<file path="config.mk">
export PLATFORM = sky130hd
export DESIGN_NAME = capscan_seq
export DESIGN_NICKNAME = d
export VERILOG_FILES = /design/src/rtl/capscan_pkg.sv /design/src/rtl/capscan_edge_sync.sv /design/src/rtl/capscan_meter.sv /design/src/rtl/capscan_fsm.sv /design/src/rtl/capscan_seq.sv
export SDC_FILE = /design/constraint.sdc
export NUM_CORES = 1
export LEC_CHECK = 0
export ABC_AREA = 1
export ABC_CLOCK_PERIOD_IN_PS = 3100
export BUFFER_PORTS_ARGS = -buffer_cell sky130_fd_sc_hd__buf_2
export CAP_MARGIN = 40
export CORE_MARGIN = 5
export CORE_UTILIZATION = 35
export CTS_CLUSTER_SIZE = 30
export DETAILED_ROUTE_END_ITERATION = 16
export SLEW_MARGIN = 20
export SYNTH_ARGS = -nofsm -noshare
export SYNTH_HDL_FRONTEND = slang
export SYNTH_SLANG_ARGS = --single-unit
</file>
<file path="constraint.sdc">
create_clock -name clk -period 3.1 [get_ports clk]
set_clock_uncertainty 0.15 [all_clocks]
set_input_delay 0.31 -clock clk [delete_from_list [all_inputs] [get_ports clk]]
set_output_delay 0.31 -clock clk [all_outputs]
set_load 0.02 [all_outputs]
</file>
<file path="src/rtl/capscan_pkg.sv">
package capscan_pkg;

    localparam int NCH    = 7;
    localparam int CNT_W  = 16;
    localparam int CYC_W  = 4;
    localparam int CH_W   = $clog2(NCH);
    localparam int NWORD  = (NCH + 1) / 2;
    localparam int NSLOT  = 2 * NWORD;

    typedef enum logic [2:0] {
        ST_IDLE,
        ST_PICK,
        ST_MEAS,
        ST_STORE,
        ST_FINISH
    } scan_state_e;

    // index of the lowest set bit (0 when none is set)
    function automatic logic [CH_W-1:0] first_set(input logic [NCH-1:0] v);
        logic [CH_W-1:0] idx;
        idx = '0;
        for (int i = NCH - 1; i >= 0; i--) begin
            if (v[i]) idx = CH_W'(i);
        end
        return idx;
    endfunction

    // lowest set bit isolated as a one-hot vector
    function automatic logic [NCH-1:0] first_onehot(input logic [NCH-1:0] v);
        return v & (~v + NCH'(1));
    endfunction

endpackage

</file>
<file path="src/rtl/capscan_edge_sync.sv">
module capscan_edge_sync #(
    parameter int W = 1
) (
    input  logic         clk,
    input  logic         rst_n,
    input  logic [W-1:0] async_in,
    output logic [W-1:0] rise
);

    logic [W-1:0] meta_q;
    logic [W-1:0] sync_q;
    logic [W-1:0] prev_q;

    always_ff @(posedge clk or negedge rst_n) begin
        if (!rst_n) begin
            meta_q <= '0;
            sync_q <= '0;
            prev_q <= '0;
        end else begin
            meta_q <= async_in;
            sync_q <= meta_q;
            prev_q <= sync_q;
        end
    end

    assign rise = sync_q & ~prev_q;

    // a synchronized rising edge lasts exactly one system clock
    a_r5_rise_one_cycle: assert property (@(posedge clk) disable iff (!rst_n)
        (|rise) |=> ((rise & $past(rise)) == '0));

endmodule

</file>
<file path="src/rtl/capscan_meter.sv">
module capscan_meter
    import capscan_pkg::*;
#(
    parameter int TIMEOUT_CYC = 65536
) (
    input  logic             clk,
    input  logic             rst_n,
    input  logic             clear,
    input  logic             run,
    input  logic             ref_rise,
    input  logic             osc_rise,
    input  logic [CYC_W-1:0] cyc,
    output logic [CNT_W-1:0] count,
    output logic             expired,
    output logic             window_end
);

    localparam int REF_W = (1 << CYC_W) + 1;
    localparam int TO_W  = $clog2(TIMEOUT_CYC + 1);
    localparam logic [TO_W-1:0] TO_LIMIT = TO_W'(TIMEOUT_CYC);

    logic [REF_W-1:0] ref_cnt_q;
    logic [REF_W-1:0] target;
    logic [TO_W-1:0]  idle_q;
    logic             seen_q;

    assign target = REF_W'(2) << cyc;

    always_ff @(posedge clk or negedge rst_n) begin
        if (!rst_n) begin
            ref_cnt_q <= '0;
            count     <= '0;
            idle_q    <= '0;
            seen_q    <= 1'b0;
        end else if (clear) begin
            ref_cnt_q <= '0;
            count     <= '0;
            idle_q    <= '0;
            seen_q    <= 1'b0;
        end else if (run) begin
            if (ref_rise) ref_cnt_q <= ref_cnt_q + REF_W'(1);
            if (osc_rise && count != '1) count <= count + CNT_W'(1);
            if (osc_rise) seen_q <= 1'b1;
            if (!seen_q && !osc_rise && idle_q < TO_LIMIT) idle_q <= idle_q + TO_W'(1);
        end
    end

    assign expired    = !seen_q && (idle_q >= TO_LIMIT);
    assign window_end = run && ((ref_cnt_q == target) || expired);

    // a saturated count holds until the meter is cleared
    a_r5_count_saturates: assert property (@(posedge clk) disable iff (!rst_n)
        (count == '1 && !clear) |=> (count == '1));

endmodule

</file>
<file path="src/rtl/capscan_fsm.sv">
module capscan_fsm
    import capscan_pkg::*;
(
    input  logic            clk,
    input  logic            rst_n,
    input  logic            start,
    input  logic            scan_mode,
    input  logic [NCH-1:0]  sel,
    input  logic [NCH-1:0]  mask,
    input  logic            window_end,
    output logic [CH_W-1:0] cur_ch,
    output logic            meas_clear,
    output logic            meas_run,
    output logic            store_en,
    output logic            finish_en,
    output logic            single_mode
);

    scan_state_e     state_q, state_d;
    logic [NCH-1:0]  pend_q;

    // state register
    always_ff @(posedge clk or negedge rst_n) begin
        if (!rst_n) state_q <= ST_IDLE;
        else        state_q <= state_d;
    end

    // transitions
    always_comb begin
        state_d = state_q;
        unique case (state_q)
            ST_IDLE:   if (start) state_d = ST_PICK;
            ST_PICK:   state_d = (pend_q == '0) ? ST_FINISH : ST_MEAS;
            ST_MEAS:   if (window_end) state_d = ST_STORE;
            ST_STORE:  state_d = ST_PICK;
            ST_FINISH: state_d = ST_IDLE;
            default:   state_d = ST_IDLE;
        endcase
    end

    // visit set and current channel
    always_ff @(posedge clk or negedge rst_n) begin
        if (!rst_n) begin
            pend_q      <= '0;
            cur_ch      <= '0;
            single_mode <= 1'b0;
        end else if (state_q == ST_IDLE && start) begin
            pend_q      <= scan_mode ? mask : first_onehot(sel);
            single_mode <= !scan_mode;
        end else if (state_q == ST_PICK && pend_q != '0) begin
            cur_ch <= first_set(pend_q);
            pend_q <= pend_q & ~first_onehot(pend_q);
        end
    end

    // outputs
    always_comb begin
        meas_clear = (state_q == ST_PICK);
        meas_run   = (state_q == ST_MEAS);
        store_en   = (state_q == ST_STORE);
        finish_en  = (state_q == ST_FINISH);
    end

    // every pass through PICK with work left retires exactly one channel
    a_r3_one_channel_per_pick: assert property (@(posedge clk) disable iff (!rst_n)
        (state_q == ST_PICK && pend_q != '0) |=>
            ($countones(pend_q) + 1 == $countones($past(pend_q))));

    // an empty visit set goes straight to FINISH without measuring
    a_r8_empty_no_measure: assert property (@(posedge clk) disable iff (!rst_n)
        (state_q == ST_PICK && pend_q == '0) |=> !meas_run);

endmodule

</file>
<file path="src/rtl/capscan_seq.sv">
module capscan_seq
    import capscan_pkg::*;
#(
    parameter int TIMEOUT_CYC = 65536
) (
    input  logic           clk,
    input  logic           rst_n,
    input  logic           ref_clk,
    input  logic [NCH-1:0] osc_in,
    input  logic           reg_wr,
    input  logic [3:0]     reg_addr,
    input  logic [31:0]    reg_wdata,
    output logic [31:0]    reg_rdata,
    output logic           irq
);

    localparam logic [3:0] A_CTRL   = 4'd0;
    localparam logic [3:0] A_CFG    = 4'd1;
    localparam logic [3:0] A_SINGLE = 4'd2;
    localparam logic [3:0] A_FLAG   = 4'd3;
    localparam int         A_RES0   = 4;
    localparam int         A_THR0   = A_RES0 + NWORD;

    // configuration
    logic [NCH-1:0]   sel_q, dir_q, mask_q;
    logic             scan_q, cmp_en_q, irq_en_q, to_en_q, start_q;
    logic [CYC_W-1:0] cyc_q;
    logic [CNT_W-1:0] thr_q [NSLOT];

    // results and flags
    logic [CNT_W-1:0] res_q [NSLOT];
    logic [CNT_W-1:0] single_q;
    logic             done_f;
    logic [NCH-1:0]   to_f, cmp_f;

    // internal links
    logic [NCH-1:0]   osc_rise;
    logic             ref_rise;
    logic [CH_W-1:0]  cur_ch;
    logic             meas_clear, meas_run, store_en, finish_en, single_mode;
    logic [CNT_W-1:0] meter_cnt;
    logic             expired, window_end;
    logic [CNT_W-1:0] store_val;
    logic             cmp_pass;
    logic [NCH-1:0]   cur_hot;
    logic             wr_ctrl, wr_cfg, wr_flag;

    capscan_edge_sync #(.W(NCH)) u_osc_sync (
        .clk(clk), .rst_n(rst_n), .async_in(osc_in), .rise(osc_rise)
    );

    capscan_edge_sync #(.W(1)) u_ref_sync (
        .clk(clk), .rst_n(rst_n), .async_in(ref_clk), .rise(ref_rise)
    );

    capscan_fsm u_fsm (
        .clk(clk), .rst_n(rst_n), .start(start_q), .scan_mode(scan_q),
        .sel(sel_q), .mask(mask_q), .window_end(window_end), .cur_ch(cur_ch),
        .meas_clear(meas_clear), .meas_run(meas_run), .store_en(store_en),
        .finish_en(finish_en), .single_mode(single_mode)
    );

    capscan_meter #(.TIMEOUT_CYC(TIMEOUT_CYC)) u_meter (
        .clk(clk), .rst_n(rst_n), .clear(meas_clear), .run(meas_run),
        .ref_rise(ref_rise), .osc_rise(osc_rise[cur_ch]), .cyc(cyc_q),
        .count(meter_cnt), .expired(expired), .window_end(window_end)
    );

    assign wr_ctrl   = reg_wr && reg_addr == A_CTRL;
    assign wr_cfg    = reg_wr && reg_addr == A_CFG;
    assign wr_flag   = reg_wr && reg_addr == A_FLAG;
    assign store_val = expired ? '0 : meter_cnt;
    assign cmp_pass  = dir_q[cur_ch] ? (store_val < thr_q[cur_ch]) : (store_val > thr_q[cur_ch]);
    assign cur_hot   = NCH'(1) << cur_ch;

    // control and configuration registers
    always_ff @(posedge clk or negedge rst_n) begin
        if (!rst_n) begin
            sel_q    <= '0;
            dir_q    <= '0;
            scan_q   <= 1'b0;
            cmp_en_q <= 1'b0;
            irq_en_q <= 1'b0;
            to_en_q  <= 1'b0;
            start_q  <= 1'b0;
            cyc_q    <= '0;
            mask_q   <= '0;
        end else begin
            if (wr_ctrl) begin
                sel_q    <= reg_wdata[6:0];
                dir_q    <= reg_wdata[13:7];
                scan_q   <= reg_wdata[14];
                cmp_en_q <= reg_wdata[15];
                irq_en_q <= reg_wdata[16];
                to_en_q  <= reg_wdata[17];
                start_q  <= reg_wdata[31];
            end
            if (finish_en) start_q <= 1'b0;
            if (wr_cfg) begin
                cyc_q  <= reg_wdata[3:0];
                mask_q <= reg_wdata[14:8];
            end
        end
    end

    // thresholds, one write port per packed word
    generate
        for (genvar k = 0; k < NWORD; k++) begin : g_thr
            always_ff @(posedge clk or negedge rst_n) begin
                if (!rst_n) begin
                    thr_q[2*k]   <= '0;
                    thr_q[2*k+1] <= '0;
                end else if (reg_wr && reg_addr == 4'(A_THR0 + k)) begin
                    thr_q[2*k]   <= reg_wdata[15:0];
                    thr_q[2*k+1] <= reg_wdata[31:16];
                end
            end
        end
    endgenerate

    // result storage
    always_ff @(posedge clk or negedge rst_n) begin
        if (!rst_n) begin
            for (int i = 0; i < NSLOT; i++) res_q[i] <= '0;
            single_q <= '0;
        end else if (store_en) begin
            if (single_mode) single_q <= store_val;
            else             res_q[cur_ch] <= store_val;
        end
    end

    // sticky flags, write one to clear, set wins
    always_ff @(posedge clk or negedge rst_n) begin
        if (!rst_n) begin
            done_f <= 1'b0;
            to_f   <= '0;
            cmp_f  <= '0;
        end else begin
            done_f <= (done_f & ~(wr_flag & reg_wdata[0])) | finish_en;
            to_f   <= (to_f & ~(wr_flag ? reg_wdata[14:8] : '0))
                    | ((store_en && expired) ? cur_hot : '0);
            cmp_f  <= (cmp_f & ~(wr_flag ? reg_wdata[22:16] : '0))
                    | ((store_en && cmp_en_q && cmp_pass) ? cur_hot : '0);
        end
    end

    assign irq = (irq_en_q && (cmp_en_q ? (|cmp_f) : done_f)) || (to_en_q && (|to_f));

    // read mux
    always_comb begin
        reg_rdata = '0;
        if (reg_addr == A_CTRL)
            reg_rdata = {start_q, 13'b0, to_en_q, irq_en_q, cmp_en_q, scan_q, dir_q, sel_q};
        else if (reg_addr == A_CFG)
            reg_rdata = {17'b0, mask_q, 4'b0, cyc_q};
        else if (reg_addr == A_SINGLE)
            reg_rdata = {16'b0, single_q};
        else if (reg_addr == A_FLAG)
            reg_rdata = {9'b0, cmp_f, 1'b0, to_f, 7'b0, done_f};
        for (int k = 0; k < NWORD; k++) begin
            if (reg_addr == 4'(A_RES0 + k)) reg_rdata = {res_q[2*k+1], res_q[2*k]};
            if (reg_addr == 4'(A_THR0 + k)) reg_rdata = {thr_q[2*k+1], thr_q[2*k]};
        end
    end

    // flattened view of the slots for checking
    logic [NSLOT*CNT_W-1:0] res_flat;
    always_comb begin
        for (int i = 0; i < NSLOT; i++) res_flat[i*CNT_W +: CNT_W] = res_q[i];
    end

    // finishing clears the start bit and raises the done flag
    a_r2_start_self_clears: assert property (@(posedge clk) disable iff (!rst_n)
        finish_en |=> (!start_q && done_f));

    // a single-mode store touches no per-channel slot
    a_r4_single_keeps_slots: assert property (@(posedge clk) disable iff (!rst_n)
        (store_en && single_mode) |=> $stable(res_flat));

    // a timed-out channel carries a zero count out of the meter
    a_r7_timeout_zero: assert property (@(posedge clk) disable iff (!rst_n)
        (store_en && expired) |-> (meter_cnt == '0));

    // writing one to the done bit clears it unless an operation finishes
    a_r9_done_w1c: assert property (@(posedge clk) disable iff (!rst_n)
        (wr_flag && reg_wdata[0] && !finish_en) |=> !done_f);

    // compare flags only rise while compare is enabled
    a_r6_no_cmp_when_off: assert property (@(posedge clk) disable iff (!rst_n)
        (!cmp_en_q && !wr_flag) |=> $stable(cmp_f));

endmodule

</file>
Word-level counts from Yosys, hierarchy flattened
Index checks and enable logic that the tools add are counted.

Register bits: 406. Input bits: 47.

Shift-type cells: 2. Bitwise operators: 23. Reduce and logical (&&, ||, !) cells: 46. Add/subtract/negate cells: 5. Mux-type cells: 57. Equal/unequal tests: 19. $lt $le $gt $ge: 7.

Operators by type and width (count): 32-bit 2-to-1 mux (9); 128-bit bitwise mux (1); 16-bit 2-to-1 mux (7); 17-bit 2-to-1 mux (6); 23-bit 2-to-1 mux (3); 7-bit 2-to-1 mux (7); 16-bit binary-select mux with 3-bit select (1); 16-bit demux with 3-bit select (1); 7-bit AND (6); 7-bit inverter (6); 17-bit by 1-bit adder with 17-bit output, second input constant (2); 3-bit 2-to-1 mux (10); 1-bit logical AND (20); 17-bit equality test (1); 17-bit >= comparator, second input constant (1); 17-bit less-than comparator, second input constant (1); 2-bit by 4-bit left shift with 17-bit output, first input constant (1); 16-bit by 1-bit adder with 16-bit output, second input constant (1); 4-bit by 3-bit equality test with 1-bit output, second input constant (4); 4-bit equality test, second input constant (4); 16-bit greater-than comparator (1); 16-bit less-than comparator (1); 16-bit != test, second input constant (1); 2-bit AND reduction (8); 27 further kinds (56).

Logic depth before layout (Yosys ltp)
Word-level depth: 13. Mapped depth: 23. Mapped depth without buffers: 21.

By module
Synthesis repeated with hierarchy kept, for this count alone.

Cell total of the unflattened synthesis: 2590. Area total of the unflattened synthesis: 20139.3 µm².

Modules (own cells, without submodules): capscan_seq (area each 15338.5 µm², cells each 1951, sequential area each 7932.6 µm², times used 1); capscan_meter (area each 3234.4 µm², cells each 465, sequential area each 1276.2 µm², times used 1); capscan_fsm (area each 885.8 µm², cells each 134, sequential area each 350.3 µm², times used 1); capscan_edge_sync at u_osc_sync (area each 595.6 µm², cells each 35, sequential area each 525.5 µm², times used 1); capscan_edge_sync at u_ref_sync (area each 85.1 µm², cells each 5, sequential area each 75.1 µm², times used 1).

Worst setup path after synthesis
OpenSTA, ideal clock, no wires.

Path kind: register to register. Start point: register u_fsm.cur_ch[1]. End point: register cmp_f[0]. Cell stages (with the launch flop): 18. Period minus slack after synthesis: 2.780 ns. Slack: 0.320 ns. Data arrival time: 2.565 ns. Required time: 2.885 ns. Library setup time: 0.065 ns. Cells stage by stage: dfrtp_1 inv_1 nand2_1 buf_4 inv_1 buf_2 buf_1 a22oi_1 nand3_1 o21ai_0 ha_1 a21oi_1 o21ai_0 a21oi_1 nand2_1 a21oi_2 nand3_1 nand2_1.

Cells in the longest elaborated chain, start to end: 9. Elaborated cells between the ends (all ways): 13.

Ends and longest elaborated chain: start: declaration (RTL line capscan_fsm.sv:11) `output logic [CH_W-1:0] cur_ch,`; start signal: assignment (RTL line capscan_fsm.sv:51) `cur_ch <= first_set(pend_q);`; 3-bit inverter with 4-bit output (not written as such) (RTL line capscan_seq.sv:73) `assign cmp_pass = dir_q[cur_ch] ? (store_val < thr_q[cur_ch]) : (store_val > thr_q[cur_ch]);`; 16-bit binary-select mux with 3-bit select (RTL line capscan_seq.sv:73); 16-bit 2-to-1 mux (not written as such) (2 in a row) (RTL line capscan_seq.sv:73); 16-bit greater-than comparator / 16-bit less-than comparator (equally long branches) (RTL line capscan_seq.sv:73); 1-bit 2-to-1 mux (RTL line capscan_seq.sv:73); 1-bit logical AND (RTL line capscan_seq.sv:143) `| ((store_en && cmp_en_q && cmp_pass) ? cur_hot : '0);`; 7-bit 2-to-1 mux * (RTL line capscan_seq.sv:143); 7-bit bitwise OR * (RTL line capscan_seq.sv:143); end signal: assignment (RTL line capscan_seq.sv:142) `cmp_f <= (cmp_f & ~(wr_flag ? reg_wdata[22:16] : '0))`; end: declaration (RTL line capscan_seq.sv:34) `logic [NCH-1:0] to_f, cmp_f;`.

Mark *: on every way between the ends. The rest lies on a longest branch, timed or not. The select of a mux whose other input is x is not followed. A chain may end at the register's enable or synchronous reset.

Final worst setup path
Start point: register u_fsm.cur_ch[1]. End point: register cmp_f[4].

Same word-level chain as after synthesis.

==> metrics.md <==
| Metric | Value |
|---|---|
| Routed length per instance | 21.2 um |
| Antenna violations before repair | 2 |
| Yosys Warn Count | 0 |
| Fin util | approximately 41% |
| Tot Pwr | ~0.017 W |
| Startpoint types | flop |
| Crit-path max FO | 14 |
| Post-synthesis sequential area ratio | about half |
| Max cap viols | 0 |
| Slew HR | approximately 51% |
| DRT Pass-1 Iters | 7 |
| Vias per cell | 5.46 |
| Final Net Count | around 2800 |
| Yosys cell types | 46 |
| DRC | 0 |
| Remaining antenna violation count | 0 |
| CP Class | reg -> reg |
| H-tree levels | 2 |
| Clk pin slew, worst setup/hold paths | ~0.060 ns |
| Gpl congestion | 1.03 |
| Total GRT Usage | 23.0% |
| Mapped Avg Cell Area | ~7.8 sq um |
| Global-route wire length before repair | around 110000 um |
| Arr. time, crit path | between 3 and 4 ns |
| Hold Crit Class | in -> reg |
| Slowest CP cell | dfrtp_1 |
| Core footprint | between 50000 and 60000 sq um |
| WP buf/inv | 3 |
| Syn Inst Count | 2580 |
| Tightest Pin Transition | roughly 0.73 ns |
| Leak pwr | around 11 nW |
| Clk buf depth | 3 |
| Die footprint | ~63000 sq um |
| Final setup TNS | 0 ns |
| WL final | 74100 um |
| Peak VDD IR | between 0.4 and 0.5 mV |
| Top cell by count, worst path | nand2_1 |
| Area Growth Syn to Fin | 16.8% |
| CP endpoint kind | flop |
| Fmax | approximately 0.33 GHz |
| Worst Path Required | between 3 and 4 ns |
| Max Slew Vio Count | 0 |
| EDFF count, synth | 0 |
| Pin count of the biggest net entering global routing | 76 |
| Slowest stage delay, CP | 0.47 ns |
| Synth Flop Type | dfrtp_1 |
| Core Rows | 88 |
| Clock Sinks | between 400 and 500 |
| HPWL Detailed | around 52000 um |
| Overflow after GRT | 0 |
| Vias in the first global route | 18287 |
| Iteration-0 DRC Markers | 2248 |
| Crit path time final | roughly 3.1 ns |
| Routed vias | 19045 |
| Fraction of layout cells with a size suffix above 1 | 10.4% |
| Synth Register Bits | 406 |
| Final setup vio count | 0 |
| CP Depth | 16 |
| Cell Area, Synth | slightly above 20000 sq um |
| PwrDens | around 710 nW/um^2 |
| CTS Buf Count | 44 |
| Status | finished clean |
| Post-synth ARST share | 100% |
| Port Buffers | slightly below 80 |
| Initial Utilization | around a third |
| Period utilisation layout | 98.6% |
| Ports | 80 |
| Clock latency on the worst-skew pair | 0.59 ns |
| Final Hold Violating Endpoints | 0 |
| Clock root cell | clkbuf_16 |
| Die H | 250 um |
| Worst Hold Depth | 3 |
| Die Width | approximately 250 um |
| Crit-path leading delay family | compound AO/OA/AOI/OAI gates |
| CTS tree | built |
| Syn nets | about 2600 |
| Reg2Reg Depth | 16 |
| WHS | approximately 0.03 ns |
| Critical Path, Cell by Cell | inv_2, nand2_2, inv_1, buf_6, nand2_1, o2111ai_1, o21ai_0, ha_1, a21oi_1, o21a_1, nand2_1, nand2_1, nand2_1, a21oi_4, nand3_1, nand2_1 |
[cell type report]
class,instances,area [sq um]
Tap cell,765,957
Fill cell,5887,33800
Clock inverter,20,287
Multi-Input combinational cell,1844,8830
Inverter,206,777
Antenna cell,1,2.50
Sequential cell,406,10200
Clock buffer,60,1220
Timing Repair Buffer,187,1400
[placed cells by master (no fill, tap or decap), drive strengths merged, types with 4 or more instances in the layout]
cell / netlist / routed
a21oi: 48 / 48
a22oi: 28 / 28
buf: 29 / 159
bufinv: 0 / 5
clkbuf: 95 / 60
clkinv: 7 / 18
clkinvlp: 0 / 4
dfrtp: 406 / 406
dlygate4sd3: 0 / 28
ha: 19 / 19
inv: 199 / 199
nand2: 811 / 811
nand3: 158 / 158
nand3b: 6 / 6
nand4: 75 / 75
nor2: 180 / 180
nor3: 35 / 35
nor4: 8 / 8
o2111ai: 8 / 8
o211ai: 10 / 10
o21a: 28 / 28
o21ai: 368 / 368
o22ai: 4 / 4
o31ai: 10 / 10
or2: 9 / 9
xor2: 28 / 28
[worst register-to-register path: stages (launching register included)]
cell	delay, ns
dfrtp_1	0.47
inv_2	0.11
nand2_2	0.16
inv_1	0.11
buf_6	0.17
nand2_1	0.08
o2111ai_1	0.09
o21ai_0	0.39
ha_1	0.34
a21oi_1	0.15
o21a_1	0.18
nand2_1	0.06
nand2_1	0.05
nand2_1	0.10
a21oi_4	0.23
nand3_1	0.12
nand2_1	0.07
[flip-flops by register name, indices dropped and copies added (netlist names), 16 cells and up]
name,count
u_meter.count,16
u_meter.idle_q,17
thr_q,128
u_meter.ref_cnt_q,17
res_flat,128
single_q,16
[routing by layer]
metal	wire [um]	share of wire [%]	GRT usage, %
met1	31700	43	32.4
met2	32700	44	35.6
met3	6730	9.1	4.61
met4	2910	3.9	8.19
met5	0	0	0
[synth_stat cells, types with 10 or more instances]
library cell    n  area (sq um)
nand4_1        74           463
clkbuf_1       95           357
ha_1           19           238
o21ai_1        11          55.1
a21oi_1        47           235
dfrtp_1       406         10200
inv_1         197           739
o21a_1         28           210
nor3_1         28           140
xor2_1         28           245
a22oi_1        28           210
o31ai_1        10          75.1
o211ai_1       10          75.1
o21ai_0       351          1760
buf_2          19          95.1
nor2_1        177           664
nand3_1       157           786
nand2_1       806          3030
[repair_timing]
action	4_1_cts	5_1_grt
hold endpoints to repair	140	0
setup buffers	0	2
endpoints found under the setup margin	7	7
hold buffers	28	0
gates resized for setup	4	15
pin swaps	0	0
[cell families after synthesis]
family | after synthesis | share of synthesized area [%]
adders and majority gates | 19 | 1.17
buffers and inverters | 330 | 6.43
AOI/OAI and AO/OA | 511 | 14.0
xor gates and xnor gates | 31 | 1.34
DFF | 406 | 50.2
and+or+nand+nor | 1283 | 26.8
[power by group]
part           internal (W)  total (W)  switching (W)  leakage (nW)
clock network       0.00321    0.00553        0.00233         0.731
logic               0.00137    0.00448        0.00310          4.78
registers           0.00601    0.00675       0.000739          5.34
total                0.0106     0.0168        0.00617          10.9
[per-stage QoR]
step,instances,instance area (sq um),setup WS (ns)
2_1_floorplan,2580,20200,0.320
6_report,3489,23600,0.0425
3_5_place_dp,3378,21800,-0.0577
4_1_cts,3486,23600,0.0122
5_1_grt,3488,23600,-0.0140
3_3_place_gp,3378,21800,-0.207
[path summary, 6_finish.rpt]
path | from | slack, ns | endpoint
max | u_fsm.cur_ch[1] | 0.04 | cmp_f[4]
min | reg_wdata[0] | 0.03 | thr_q[112]
max reg2reg | u_fsm.cur_ch[1] | 0.04 | cmp_f[4]
min reg2reg | u_ref_sync.meta_q | 0.20 | u_ref_sync.sync_q
max in group asynchronous | rst_n | 1.78 | res_flat[59]
min in group asynchronous | rst_n | 0.12 | u_meter.idle_q[9]
Note: power is estimated with default switching activity, not from simulation.
